--- src/rtl/irqc_pkg.sv ---
package irqc_pkg;
    typedef enum logic [1:0] {
        OM_PULSE    = 2'b00,
        OM_LVL_SW   = 2'b01,
        OM_LVL_AUTO = 2'b10,
        OM_LVL_ALT  = 2'b11
    } irq_mode_e;

    typedef enum logic [1:0] {
        ST_QUIET = 2'b00,
        ST_PULSE = 2'b01,
        ST_HOLD  = 2'b10
    } irq_state_e;

    localparam int REG_ENABLE  = 0;
    localparam int REG_PENDING = 1;
endpackage

--- src/rtl/irqc_regs.sv ---
module irqc_regs
    import irqc_pkg::*;
#(
    parameter int NUM_EVT = 15,
    parameter int DATA_W  = 16,
    parameter int ADDR_W  = 2
) (
    input  logic               clk,
    input  logic               rst_n,
    input  logic [ADDR_W-1:0]  addr_i,
    input  logic               wr_en_i,
    input  logic               rd_en_i,
    input  logic [DATA_W-1:0]  wdata_i,
    input  logic [NUM_EVT-1:0] pend_q,
    output logic [NUM_EVT-1:0] mask_q,
    output logic [NUM_EVT-1:0] mask_nxt,
    output logic               pend_rd,
    output logic [DATA_W-1:0]  rdata_o
);
    localparam logic [ADDR_W-1:0] A_EN = ADDR_W'(REG_ENABLE);
    localparam logic [ADDR_W-1:0] A_PD = ADDR_W'(REG_PENDING);

    logic [DATA_W-1:0] rd_val;
    logic              summary;

    assign summary = |(pend_q & mask_q);
    assign pend_rd = rd_en_i && (addr_i == A_PD);

    always_comb begin
        mask_nxt = mask_q;
        if (wr_en_i && (addr_i == A_EN)) begin
            mask_nxt = wdata_i[NUM_EVT-1:0];
        end
    end

    always_comb begin
        rd_val = '0;
        if (addr_i == A_EN) begin
            rd_val[NUM_EVT-1:0] = mask_q;
        end else if (addr_i == A_PD) begin
            rd_val[NUM_EVT-1:0] = pend_q;
            rd_val[NUM_EVT]     = summary;
        end
    end

    always_ff @(posedge clk or negedge rst_n) begin
        if (!rst_n) begin
            mask_q  <= '0;
            rdata_o <= '0;
        end else begin
            mask_q <= mask_nxt;
            if (rd_en_i) begin
                rdata_o <= rd_val;
            end
        end
    end
endmodule

--- src/rtl/irqc_pending.sv ---
module irqc_pending
    import irqc_pkg::*;
#(
    parameter int NUM_EVT = 15
) (
    input  logic               clk,
    input  logic               rst_n,
    input  logic [NUM_EVT-1:0] evt_i,
    input  logic [NUM_EVT-1:0] mask_q,
    input  logic               rec_all_i,
    input  logic               clr_i,
    input  logic               pend_rd,
    input  logic [1:0]         irq_mode_i,
    output logic [NUM_EVT-1:0] pend_q,
    output logic [NUM_EVT-1:0] pend_nxt
);
    logic wipe;

    assign wipe = clr_i || (pend_rd && (irq_mode_e'(irq_mode_i) == OM_LVL_AUTO));

    for (genvar k = 0; k < NUM_EVT; k++) begin : g_bit
        logic take;
        assign take = evt_i[k] && (rec_all_i || mask_q[k]);
        always_comb begin
            if (take) begin
                pend_nxt[k] = 1'b1;
            end else if (wipe) begin
                pend_nxt[k] = 1'b0;
            end else begin
                pend_nxt[k] = pend_q[k];
            end
        end
    end

    always_ff @(posedge clk or negedge rst_n) begin
        if (!rst_n) begin
            pend_q <= '0;
        end else begin
            pend_q <= pend_nxt;
        end
    end
endmodule

--- src/rtl/irqc_line_fsm.sv ---
module irqc_line_fsm
    import irqc_pkg::*;
#(
    parameter int NUM_EVT = 15
) (
    input  logic               clk,
    input  logic               rst_n,
    input  logic [1:0]         irq_mode_i,
    input  logic [NUM_EVT-1:0] live_old,
    input  logic [NUM_EVT-1:0] live_new,
    output logic               irq_o
);
    irq_state_e state_q, state_d;
    logic       pulse_mode, gain, any_live;

    assign pulse_mode = (irq_mode_e'(irq_mode_i) == OM_PULSE);
    assign gain       = |(live_new & ~live_old);
    assign any_live   = |live_new;

    always_comb begin
        state_d = state_q;
        unique case (state_q)
            ST_QUIET: begin
                if (pulse_mode && gain)         state_d = ST_PULSE;
                else if (!pulse_mode && any_live) state_d = ST_HOLD;
                else                             state_d = ST_QUIET;
            end
            ST_PULSE: begin
                if (pulse_mode && gain)         state_d = ST_PULSE;
                else if (!pulse_mode && any_live) state_d = ST_HOLD;
                else                             state_d = ST_QUIET;
            end
            ST_HOLD: begin
                if (!pulse_mode && any_live)    state_d = ST_HOLD;
                else if (pulse_mode && gain)    state_d = ST_PULSE;
                else                             state_d = ST_QUIET;
            end
            default: state_d = ST_QUIET;
        endcase
    end

    always_ff @(posedge clk or negedge rst_n) begin
        if (!rst_n) state_q <= ST_QUIET;
        else        state_q <= state_d;
    end

    always_comb begin
        unique case (state_q)
            ST_PULSE, ST_HOLD: irq_o = 1'b1;
            default:           irq_o = 1'b0;
        endcase
    end
endmodule

--- src/rtl/irqc_top.sv ---
module irqc_top
    import irqc_pkg::*;
#(
    parameter int NUM_EVT = 15,
    parameter int DATA_W  = 16,
    parameter int ADDR_W  = 2
) (
    input  logic               clk,
    input  logic               rst_n,
    input  logic [NUM_EVT-1:0] evt_i,
    input  logic [1:0]         irq_mode_i,
    input  logic               rec_all_i,
    input  logic               clr_i,
    input  logic [ADDR_W-1:0]  addr_i,
    input  logic               wr_en_i,
    input  logic               rd_en_i,
    input  logic [DATA_W-1:0]  wdata_i,
    output logic [DATA_W-1:0]  rdata_o,
    output logic               irq_o
);
    logic [NUM_EVT-1:0] mask_q, mask_nxt, pend_q, pend_nxt;
    logic               pend_rd;

    irqc_regs #(.NUM_EVT(NUM_EVT), .DATA_W(DATA_W), .ADDR_W(ADDR_W)) u_regs (
        .clk      (clk),
        .rst_n    (rst_n),
        .addr_i   (addr_i),
        .wr_en_i  (wr_en_i),
        .rd_en_i  (rd_en_i),
        .wdata_i  (wdata_i),
        .pend_q   (pend_q),
        .mask_q   (mask_q),
        .mask_nxt (mask_nxt),
        .pend_rd  (pend_rd),
        .rdata_o  (rdata_o)
    );

    irqc_pending #(.NUM_EVT(NUM_EVT)) u_pend (
        .clk        (clk),
        .rst_n      (rst_n),
        .evt_i      (evt_i),
        .mask_q     (mask_q),
        .rec_all_i  (rec_all_i),
        .clr_i      (clr_i),
        .pend_rd    (pend_rd),
        .irq_mode_i (irq_mode_i),
        .pend_q     (pend_q),
        .pend_nxt   (pend_nxt)
    );

    irqc_line_fsm #(.NUM_EVT(NUM_EVT)) u_fsm (
        .clk        (clk),
        .rst_n      (rst_n),
        .irq_mode_i (irq_mode_i),
        .live_old   (pend_q & mask_q),
        .live_new   (pend_nxt & mask_nxt),
        .irq_o      (irq_o)
    );
endmodule

--- config.mk ---
export PLATFORM = sky130hd
export DESIGN_NAME = irqc_top
export DESIGN_NICKNAME = d
export VERILOG_FILES = /design/src/rtl/irqc_pkg.sv /design/src/rtl/irqc_regs.sv /design/src/rtl/irqc_pending.sv /design/src/rtl/irqc_line_fsm.sv /design/src/rtl/irqc_top.sv
export SDC_FILE = /design/constraint.sdc
export NUM_CORES = 1
export LEC_CHECK = 0
export ABC_CLOCK_PERIOD_IN_PS = 1600
export CORE_AREA = 10 10 71 103
export CTS_CLUSTER_DIAMETER = 60
export DETAILED_ROUTE_END_ITERATION = 12
export DIE_AREA = 0 0 81 113
export PLACE_DENSITY_LB_ADDON = 0.1
export SYNTH_ARGS = -nofsm -noshare
export SYNTH_HDL_FRONTEND = slang
export SYNTH_SLANG_ARGS = --single-unit
--- constraint.sdc ---
create_clock -name clk -period 1.6 [get_ports clk]
set_input_delay 0.32 -clock clk [delete_from_list [all_inputs] [get_ports clk]]
set_output_delay 0.32 -clock clk [all_outputs]
set_load 0.02 [all_outputs]
Yosys cells after proc, flatten, opt, wreduce, memory -nomap -nowiden
Cells that the tools add are included.
{"block": "totals", "reg_bits": 48, "in_bits": 41, "output_inout_bits": 17, "word_cells": 97}
{"block": "classes", "n_eq_ne": 4, "n_mux": 40, "bitwise": 4, "reduce_logical": 45}
{"operator": "$and A15 B15 Y15", "count": 3}
{"operator": "$reduce_or A15 Y1", "count": 3}
{"operator": "$mux W1", "count": 33}
{"operator": "$mux W15", "count": 2}
{"operator": "$logic_and A1 B1 Y1", "count": 20}
{"operator": "$logic_or A1 B1 Y1", "count": 16}
{"operator": "$mux W16", "count": 1}
{"operator": "$not A15 Y15", "count": 1}
{"operator": "$logic_not A2 Y1", "count": 3}
{"operator": "$mux W2", "count": 3}
{"operator": "$eq A2 B1 Y1 const B", "count": 2}
{"operator": "$eq A2 B2 Y1 const B", "count": 2}
{"operator": "$pmux W2 S2", "count": 1}
{"operator": "$reduce_or A2 Y1", "count": 2}
{"operator": "$logic_not A1 Y1", "count": 1}

Logic depth before layout (Yosys ltp)
Gate-level depths: netlist of the first run.
{"block": "depth", "word_depth": 13, "depth_mapped": 8}

Cells and area by module
Synthesis of the first run repeated with hierarchy kept, for this count alone.
{"block": "unflattened", "cells_unflattened": 249, "area_unflattened_um2": 2529.9}
{"module": "irqc_regs", "instances": 1, "cells_per_inst": 114, "area_each_um2": 1402.6, "seq_area_each_um2": 775.7}
{"module": "irqc_pending", "instances": 1, "cells_per_inst": 64, "area_each_um2": 649.4, "seq_area_each_um2": 375.4}
{"module": "irqc_line_fsm", "instances": 1, "cells_per_inst": 41, "area_each_um2": 290.3, "seq_area_each_um2": 50.0}
{"module": "irqc_top", "instances": 1, "cells_per_inst": 30, "area_each_um2": 187.7, "seq_area_each_um2": 0.0}

Least setup slack after synthesis of the first run
Ideal clock, no wire load.
{"block": "synth_timing", "path_type": "in2reg", "start": "in addr_i[0]", "end": "reg u_fsm.state_q[0]", "setup_time_ns": 0.133, "arrival_time_ns": 1.746, "setup_slack_ns": -0.279, "cell_stages": 8, "n_path_buf": 2, "cell_sequence": "buf_6 nor3b_4 buf_8 mux2_2 o21ai_1 o22ai_1 a211oi_1 a31oi_1"}
{"block": "synth_via", "word_cells_on_any_way": 47, "classes_between": "1 x eq/ne; 35 x mux; 2 x bitwise; 9 x reduce/logical"}
{"element": "start: declaration", "line_no": "irqc_top.sv:14", "text": "input logic [ADDR_W-1:0] addr_i,"}
{"element": "$logic_not A2 Y1 *", "line_no": "irqc_regs.sv:31", "text": "if (wr_en_i && (addr_i == A_EN)) begin"}
{"element": "$logic_and A1 B1 Y1 *", "line_no": "irqc_regs.sv:31"}
{"element": "$mux W15 *", "line_no": "irqc_regs.sv:31"}
{"element": "named net mask_nxt[7]", "line_no": "irqc_top.sv:21", "text": "logic [NUM_EVT-1:0] mask_q, mask_nxt, pend_q, pend_nxt;"}
{"element": "$and A15 B15 Y15 *", "line_no": "irqc_top.sv:56", "text": ".live_new (pend_nxt & mask_nxt),"}
{"element": "$and A15 B15 Y15", "line_no": "irqc_line_fsm.sv:17", "text": "assign gain = |(live_new & ~live_old);"}
{"element": "$reduce_or A15 Y1", "line_no": "irqc_line_fsm.sv:17"}
{"element": "$logic_and A1 B1 Y1", "line_no": "irqc_line_fsm.sv:24, irqc_line_fsm.sv:29, irqc_line_fsm.sv:35"}
{"element": "$mux W1", "line_no": "irqc_line_fsm.sv:35", "text": "else if (pulse_mode && gain) state_d = ST_PULSE;"}
{"element": "$mux W2", "line_no": "irqc_line_fsm.sv:34", "text": "if (!pulse_mode && any_live) state_d = ST_HOLD;"}
{"element": "$pmux W2 S2 *", "line_no": "irqc_line_fsm.sv:22", "text": "unique case (state_q)"}
{"element": "named net u_fsm.state_d[0]", "line_no": "irqc_line_fsm.sv:13", "text": "irq_state_e state_q, state_d;"}
{"element": "end signal: assignment", "line_no": "irqc_line_fsm.sv:44", "text": "else state_q <= state_d;"}
{"element": "end: declaration", "line_no": "irqc_line_fsm.sv:13"}
Mark *: on every way through the listed nets, which the timed path passes. The rest lies on a longest branch.
A chain may end at the register's enable or synchronous reset.

Worst setup path after layout of the first run
{"block": "layout_timing", "start": "in addr_i[1]", "end": "reg u_fsm.state_q[1]"}
{"block": "layout_via", "word_cells_on_any_way": 47, "classes_between": "1 x eq/ne; 35 x mux; 2 x bitwise; 9 x reduce/logical"}
{"element": "$logic_not A2 Y1 *", "line_no": "irqc_regs.sv:31"}
{"element": "$logic_and A1 B1 Y1 *", "line_no": "irqc_regs.sv:31"}
{"element": "$mux W15 *", "line_no": "irqc_regs.sv:31"}
{"element": "named net mask_nxt[10]", "line_no": "irqc_top.sv:21"}
{"element": "$and A15 B15 Y15 *", "line_no": "irqc_top.sv:56"}
{"element": "$reduce_or A15 Y1 or $and A15 B15 Y15 (tied branches)", "line_no": "irqc_line_fsm.sv:18, irqc_line_fsm.sv:17"}
{"element": "$logic_and A1 B1 Y1 or $reduce_or A15 Y1 (tied branches)"}
{"element": "$mux W2 or $logic_and A1 B1 Y1 (tied branches)"}
{"element": "$mux W2", "line_no": "irqc_line_fsm.sv:29", "text": "if (pulse_mode && gain) state_d = ST_PULSE;"}
{"element": "$pmux W2 S2 *", "line_no": "irqc_line_fsm.sv:22"}
{"element": "named net u_fsm.state_d[1]", "line_no": "irqc_line_fsm.sv:13"}
Marks and branches as above.

==> results of run 1 <==
[how the worst min path moves through the flow]
stage	from	to	slack, ps	cells after the start
finish	irq_mode_i[0]	u_fsm.state_q[0]	440	6
CTS	irq_mode_i[0]	u_fsm.state_q[0]	370	5
detailed placement	rst_n	u_regs.rdata_o[15]	270	1
global placement	rst_n	u_regs.rdata_o[15]	270	1
global route	irq_mode_i[0]	u_fsm.state_q[0]	450	6
floorplan	rst_n	u_fsm.state_q[0]	20	0
[final cells by class]
type	count	area share [%]
Multi-Input combinational cell	180	36.7
Inverter	35	3.42
Clock buffer	6	1.89
Clock inverter	2	0.911
Sequential cell	48	31.2
Tap cell	70	2.28
Timing Repair Buffer	98	23.6
[cell usage in the layout, fill, tap and decap left out, types with 2 or more instances in the layout]
cell type,Yosys,routed
a221o_1,2,2
a221oi_2,0,3
a222oi_1,2,2
a22o_1,2,2
a22oi_1,11,8
a22oi_2,0,3
a31oi_1,4,4
a32oi_1,2,2
and3_1,3,3
and4_1,2,2
buf_2,1,4
buf_4,1,36
buf_6,2,6
clkbuf_8,0,5
clkdlybuf4s50_1,0,30
dfrtp_1,48,48
dlygate4sd2_1,0,9
dlymetal6s2s_1,0,10
ha_1,4,4
inv_1,35,34
mux2_2,7,3
mux2_4,3,7
mux2i_1,18,17
nand2_1,21,21
nand2b_1,2,2
nand3_1,5,5
nand3b_1,7,7
nor2_1,6,6
o21ai_0,22,17
o21ai_1,10,11
o21ai_2,0,4
o22ai_1,18,18
o311ai_1,2,3
[state kept, by name, summed over array words and instances, names as in the netlist]
signal	flops
u_regs.mask_q	15
u_fsm.state_q	2
u_pend.pend_q	15
u_regs.rdata_o	16
[timing repair]
| item | in CTS | in global routing |
|---|---|---|
| cloned | 1 | 0 |
| hold buffers | 1 | 0 |
| endpoints found under the hold margin | 15 | 0 |
| resized for setup | 61 | 16 |
| endpoints found under the setup margin | 9 | 12 |
| setup buffers | 4 | 2 |
| pin swaps | 14 | 10 |
[per-layer routing]
metal  wire (um)  global-route usage, %  part of all wire, %
met4         259                   6.49                  3.2
met2        4250                   32.0                   52
met3         408                   3.41                  5.0
met5           0                      0                    0
met1        3290                   20.9                   40
[logic make-up after synthesis]
kind of cell             count (synthesis)  synth area share [%]
multiplexers                            29                  11.7
adder cells (fa/ha/maj)                  4                  1.85
buffers and inverters                   46                  7.54
AO/OA/AOI/OAI                           93                  23.4
AND/OR/NAND/NOR                         53                  11.2
flip-flops                              48                  44.4
[worst max-delay path, cell delays in order]
cell and delay, ps:
buf_8 100, nor3b_4 280, buf_6 220, mux2i_4 250
inv_2 60, a222oi_1 400, a31oi_1 140
[report_power, final]
group / switching (mW) / internal, mW / total (mW)
logic: 0.676 / 0.676 / 1.35
clock network: 0.407 / 0.464 / 0.872
registers: 0.223 / 1.40 / 1.62
==> metrics.txt, run 1 <==
status complete, no violations; syn_nets 318; Reg area 1200 um^2; Fin. Hold Viols 0; RePlAce Congestion 0.897; post-route worst setup slack 2.22 ps; Slew @ Worst Pin 413 ps; all-layer global routing usage 18.1%; total core area 5450 um^2; Initial Util 49.7%; Filler Cell Count 453; critical path type input pin to flip-flop; final setup fails 0; total gr overflow 0; critical path arrival 1780 ps; critical path fanouts, max 7; slew margin rel. 72.4%; DP Worst Slack -792 ps; Crit Reg-Reg Startpoint u_pend.pend_q[0]; Final min period 1600 ps; row cnt 33; Post-synth EDFFs 0; area added between synthesis and finish 42.0%; first-pass GRT wire length 13.0 mm; asr flop ratio synth 100%; Critical Path End u_fsm.state_q[1]; share of cells above drive strength 1 23.3%; TritonCTS clock tree done; I/O pins 58; total CTS buffers 5; Post-route DRC 0; DP Area 3560 um^2; DRT antenna net count 0; design area 3840 um^2; initial antenna violation count 0; worst vdd ir 0.000705 V; Setup TNS 0 ps; Util after Layout 70.5%; Max Root-Sink Buffers 2; antenna cell count 0; TritonRoute pass-1 iters 5; H-tree Lvls 2; Post-Synthesis Cell Area 2710 um^2; largest net degree at the start of global routing 34; Unique masters post-synth 49; Yosys top cell area share 44.4%; Die Ht 113 um; Hold/Removal Path Class input pin to flip-flop; Synth Warn # 0; routed vias 2545; pwr/cell area 1000 nW/um^2; Multi-input gate area 1410 um^2; Seq cells post-synth 48; Crit. End Element flip-flop; final clock skew 10.3 ps; Worst Reg-to-Reg Cells 7; Via density 5.80; Placed Instances 423; register area share after synthesis 44.4%; FMAX 626 MHz; max-cap violations 0; Final Non-Filler Cells 439; flop2flop setup slack 80 ps; synthesized area per cell 9.91 um^2; Detail Placement HPWL 6.23 mm; hold slack 445 ps; drt first-iter violations 196; count leader, synth dfrtp_1; IO buf count 56; CTS Root Cell clkbuf_8; die area 9150 um^2; post-synthesis instance total 273; vias in the first global route 2545; Reg-to-Reg End u_fsm.state_q[0]; required time of the critical path 1780 ps; type of element launching the critical path input pin; Layout Nets 413; max-slew violation count 0; Worst-path clk slew 90 ps; Routed wire per std cell 18.7 um; top post-synthesis cells by area dfrtp_1 (44%), mux2i_1 (6.7%), inv_1 (4.9%); fin crit share 99.9%; leakage dissipation 1.88 nW; die width 81 um; synth cell count leaders dfrtp_1 (48), inv_1 (35), o21ai_0 (22); Tot Pwr 3.85 mW; RSZ-0062 raised after global routing yes; Skew-Pair Late Insertion Delay 300 ps; total routed wirelength 8.21 mm; Synth Flop Type dfrtp_1; crit path from addr_i[1]; post-synth top area cell dfrtp_1; clock net sink count 48
Note: power is estimated with default switching activity, not from simulation.
==> run 2, diff against run 1 <==
--- a/config.mk
+++ b/config.mk
@@ -11,6 +11,7 @@
 export DETAILED_ROUTE_END_ITERATION = 12
 export DIE_AREA = 0 0 81 113
 export PLACE_DENSITY_LB_ADDON = 0.1
+export SLEW_MARGIN = 20
 export SYNTH_ARGS = -nofsm -noshare
 export SYNTH_HDL_FRONTEND = slang
 export SYNTH_SLANG_ARGS = --single-unit
==> results of run 2 <==
No change in the layout: final DEF, timing and power equal those of run 1.
